`src/rtl/mgc_pkg.sv`:
```
package mgc_pkg;

   typedef enum logic [1:0] {
      MODE_OFF   = 2'd0,
      MODE_TOR   = 2'd1,
      MODE_NA4   = 2'd2,
      MODE_NAPOT = 2'd3
   } match_mode_e;

   typedef enum logic [1:0] {
      KIND_READ  = 2'd0,
      KIND_WRITE = 2'd1,
      KIND_EXEC  = 2'd2,
      KIND_RSVD  = 2'd3
   } access_kind_e;

   localparam logic [1:0] PRIV_MACHINE = 2'd3;

   // bit 7 lock, 6:5 spare, 4:3 mode, 2 fetch, 1 write, 0 read
   typedef struct packed {
      logic        locked;
      logic [1:0]  spare;
      match_mode_e mode;
      logic        x;
      logic        w;
      logic        r;
   } entry_cfg_t;

endpackage

```
`src/rtl/mgc_verdict.sv`:
```
module mgc_verdict
   import mgc_pkg::*;
(
   input  logic       any_active,
   input  logic       hit_any,
   input  logic       eff_machine,
   input  entry_cfg_t sel_cfg,
   input  logic [1:0] kind,
   output logic       allow,
   output logic [1:0] fault_code
);

   logic perm_ok;
   logic unused_spare;

   assign unused_spare = ^sel_cfg.spare;

   always_comb begin
      unique case (kind)
         KIND_READ:  perm_ok = sel_cfg.r;
         KIND_WRITE: perm_ok = sel_cfg.w;
         default:    perm_ok = sel_cfg.x;
      endcase
   end

   always_comb begin
      if (!any_active)
         allow = 1'b1;
      else if (hit_any)
         allow = (eff_machine && !sel_cfg.locked) || perm_ok;
      else
         allow = eff_machine;
   end

   always_comb begin
      if (allow)
         fault_code = 2'd0;
      else if (kind == KIND_RSVD)
         fault_code = 2'd3;
      else
         fault_code = kind + 2'd1;
   end

endmodule

```
`config.mk`:
```
export PLATFORM = sky130hd
export DESIGN_NAME = mgc_verdict
export DESIGN_NICKNAME = d
export VERILOG_FILES = /design/src/rtl/mgc_pkg.sv /design/src/rtl/mgc_verdict.sv
export SDC_FILE = /design/constraint.sdc
export NUM_CORES = 1
export LEC_CHECK = 0
export BUFFER_PORTS_ARGS = -buffer_cell sky130_fd_sc_hd__clkbuf_2
export CORE_AREA = 4 4 41 43
export DETAILED_ROUTE_END_ITERATION = 8
export DIE_AREA = 0 0 45 47
export GPL_TIMING_DRIVEN = 0
export PLACE_DENSITY = 0.35
export SYNTH_ARGS = -nofsm -noshare
export SYNTH_HDL_FRONTEND = slang
export SYNTH_SLANG_ARGS = --single-unit
```
`constraint.sdc`:
```
create_clock -name vclk -period 0.88
set_input_delay 0.088 -clock vclk [all_inputs]
set_output_delay 0.088 -clock vclk [all_outputs]
set_load 0.01 [all_outputs]
```
* After elaboration in Yosys (flattened, before gate mapping) *
Cells that the tools add are included.

cells by class
  $add $sub $neg = 1
  eq/ne operators = 2
  muxes and demuxes = 5
  reductions and logical operators = 4

operator list
  cell                   count
  $mux W2                2
  $add A2 B1 Y2 const B  1
  $eq A2 B1 Y1 const B   1
  $eq A2 B2 Y1 const B   1
  $logic_not A2 Y1       1
  $mux W1                2
  $pmux W1 S2            1
  $logic_and A1 B1 Y1    1
  $logic_not A1 Y1       1
  $logic_or A1 B1 Y1     1

storage, ports and cells
  register bits after elaboration = 0
  bits of input ports = 13
  output and inout port bits = 3

* Depth between registers and ports, before layout *
  depth after elaboration = 6
  gate-level depth with buffers = 3
  mapped depth without buffers = 3

* Worst setup path after synthesis *
OpenSTA, ideal clock, no wires.

  path type = input to output
  start = input port kind[0]
  end = output port fault_code[0]
  data arrival time = 0.915 ns
  setup slack = -0.123 ns
  stages on the path = 3
  cell sequence = mux2_1 o211a_1 nor3_1

on the way
  word-level cells in the longest chain between the ends = 6
  elaborated cells between the ends (all ways) = 10

ends and longest elaborated chain
  element                                           line               text
  start, declared                                   mgc_verdict.sv:8   input logic [1:0] kind,
  $eq A2 B1 Y1 or $logic_not A2 Y1 (tied branches)  mgc_verdict.sv:19  unique case (kind)
  $pmux W1 S2                                       mgc_verdict.sv:19
  $logic_or A1 B1 Y1                                mgc_verdict.sv:30  allow = (eff_machine && !sel_cfg.locked) || perm_ok;
  $mux W1                                           mgc_verdict.sv:29  else if (hit_any)
  $mux W1                                           mgc_verdict.sv:27  if (!any_active)
  $mux W2 (*)                                       mgc_verdict.sv:36  if (allow)
  end, declared                                     mgc_verdict.sv:10  output logic [1:0] fault_code

Mark *: on every way between the ends. The rest lies on a longest branch, timed or not.

* Worst setup path after layout *
  start = input port kind[0]
  end = output port allow

on the way
  word-level cells in the longest chain between the ends = 5
  elaborated cells between the ends (all ways) = 6

ends and longest elaborated chain
  element                                           line               text
  $eq A2 B1 Y1 or $logic_not A2 Y1 (tied branches)  mgc_verdict.sv:19
  $pmux W1 S2 (*)                                   mgc_verdict.sv:19
  $logic_or A1 B1 Y1 (*)                            mgc_verdict.sv:30
  $mux W1 (*)                                       mgc_verdict.sv:29
  $mux W1 (*)                                       mgc_verdict.sv:27
  end, declared                                     mgc_verdict.sv:9   output logic allow,

Marked as above.

==> metrics.csv <==
metric,value,unit
"critical path, cell by cell",buf_8 > mux2_4 > o211a_4 > or2_1 > clkbuf_2,
Row Count,13,
DRT antenna net count,0,
worst-path maximum fanout,3,
Initial Utilization,0.05192,
slew margin rel.,0.9144,
worst-margin pin slew,0.1281,ns
first-pass GRT wire length,503,microns
power share of the combinational group,1.000,
Die Y-Extent,47,microns
"Buf+Inv Stages, Crit Path",2,
IO buf count,12,
RSZ-0062 raised after global routing,true,
WP data arrival,1.04,ns
Reg area,0,sq um
Yosys Warn Count,0,
final hold vios,0,
Cell variety after synth,9,
max_cap viols,0,
hold worst-path end,fault_code[0],
critical path required time,0.79,ns
LEAKAGE,0.09193,nW
failing checks,negative setup slack,
grt ovf,0,
total wire length,296,microns
Post-route DRC,0,
element type at the critical path end,primary output,
setup ws final,-0.2515,ns
Crit-path slowest cell,mux2_4,
synthesized area,67.57,sq um
largest net degree at the start of global routing,5,
Clk pwr share,0,
"Seq/Total Area, Yosys",0,
post-DR vias/cell,3.000,
Pint,0.04960,mW
"delay-heaviest family, CP",multiplexers,
Net Sw Power,0.03229,mW
DIE AREA,2115,sq um
number of diodes,0,
final setup fails,3,
DR WL/cell,7.789,microns
fillers,165,
worst hold start,any_active,
die width,45,microns
P&R area growth vs syn,174.1,%
fin. max-slew vios,0,
vias,114,
Gate Count Post-Synth,10,
CTS hold repair buffers,0,
Placer Congestion,0.5231,
Reg power frac,0,
startpoint class of the critical path,input port,
Placement Setup Slack,-0.3176,ns
FF+latch count,0,
largest stage delay on the critical path,0.29,ns
core area,1301,sq um
Global Route Usage Sum,0.03068,
vias in the first global route,117,
outcome,finished with violations,
Power Density,442.2,nW/um^2
initial antenna violation count,0,
max frequency,883.7,MHz
Post-Syn Nets,23,
crit share post-route,1.286,
crit path time final,1.132,ns
crit path kind,in -> out,
Iteration-0 DRC Markers,1,
Nets,38,
hold slack final,0.5445,ns
layout cell share with drive strength beyond 1,0.7826,
# clk buffers,0,
Boundary Pins,16,
worst ir drop on vdd,0.0001147,V
"Power, Total",0.08189,mW
Sw Ratio,0.3944,
Avg Inst Size Synth,6.757,sq um
Hold Path Class,in -> out,
drt pass-1 iters,2,
Worst Hold Depth,4,
stage by stage:
step,instance area [sq um],util,TNS [ns],instances
finish,185.2,0.1423,-0.6442,38
global route,185.2,0.1423,-0.7695,38
CTS,183.9,0.1413,-0.6701,38
detailed placement,160.2,0.1231,-0.8665,37
global placement,160.2,0.1231,-0.8591,37
floorplan,81.33,-,-0.1404,10
power by group through the flow:
stage	logic, mW	registers, mW	clock network, mW
floorplan	0.0353	0	0
global placement	0.0696	0	0
detailed placement	0.0698	0	0
CTS	0.0821	0	0
global route	0.0916	0	0
finish	0.0819	0	0
cell usage after synthesis, drive strengths merged:
master	count	share of area
nand2b	1	0.093
a21bo	1	0.15
nor3	2	0.15
nor2	1	0.056
nand2	1	0.056
nor2b	1	0.093
mux2	1	0.17
or2	1	0.093
o211a	1	0.15
final cells by class:
class | count | area (sq um) | share of cell area
multi-input combinational | 10 | 88.84 | 0.4797
tap | 15 | 18.77 | 0.1014
timing repair buffer | 13 | 77.57 | 0.4189
layout by cell type (no fill, tap or decap):
cell type,Yosys,routed
nand2_1,1,1
o211a_4,0,1
buf_2,0,2
buf_8,0,1
nor2b_1,1,1
nand2b_1,1,1
or2_1,1,1
mux2_4,0,1
buf_4,0,1
nor2_1,1,1
nor3_2,0,2
a21bo_2,1,1
clkbuf_2,0,9
worst max-delay path by stage:
| stage | start | endpoint | slack, ns | cells after the start |
|---|---|---|---|---|
| 2_1_floorplan | kind[0] | allow | -0.07 | 3 |
| 3_3_place_gp | kind[0] | allow | -0.32 | 5 |
| 3_5_place_dp | kind[0] | allow | -0.32 | 5 |
| 4_1_cts | kind[0] | allow | -0.27 | 5 |
| 5_1_grt | kind[0] | allow | -0.28 | 5 |
| 6_report | kind[0] | allow | -0.25 | 5 |
metal layers:
metal  share of wire  GRT usage  vias up
met5               0          0        -
met4               0          0        0
met3            0.18   0.003831        0
met2            0.30    0.04237       10
met1            0.51    0.05169       42
li1                -          -       62
tightest hold or removal path, cell delays in order:
cell and delay (ns):
clkbuf_2 0.08, nand2_1 0.11, nor3_2 0.06, buf_2 0.13
logic make-up after synthesis:
logic type / after synthesis / synth area share
and+or+nand+nor: 7 / 0.5371
AOI/OAI and AO/OA: 2 / 0.2963
muxes: 1 / 0.1667
what timing repair did:
| action | 4_1_cts | 5_1_grt |
|---|---|---|
| cloned | 0 | 0 |
| resized for setup | 2 | 3 |
| setup endpoints to repair | 3 | 3 |
| buffers inserted | 1 | 0 |
| pin swaps | 2 | 1 |
Note: power is estimated with default switching activity, not from simulation.
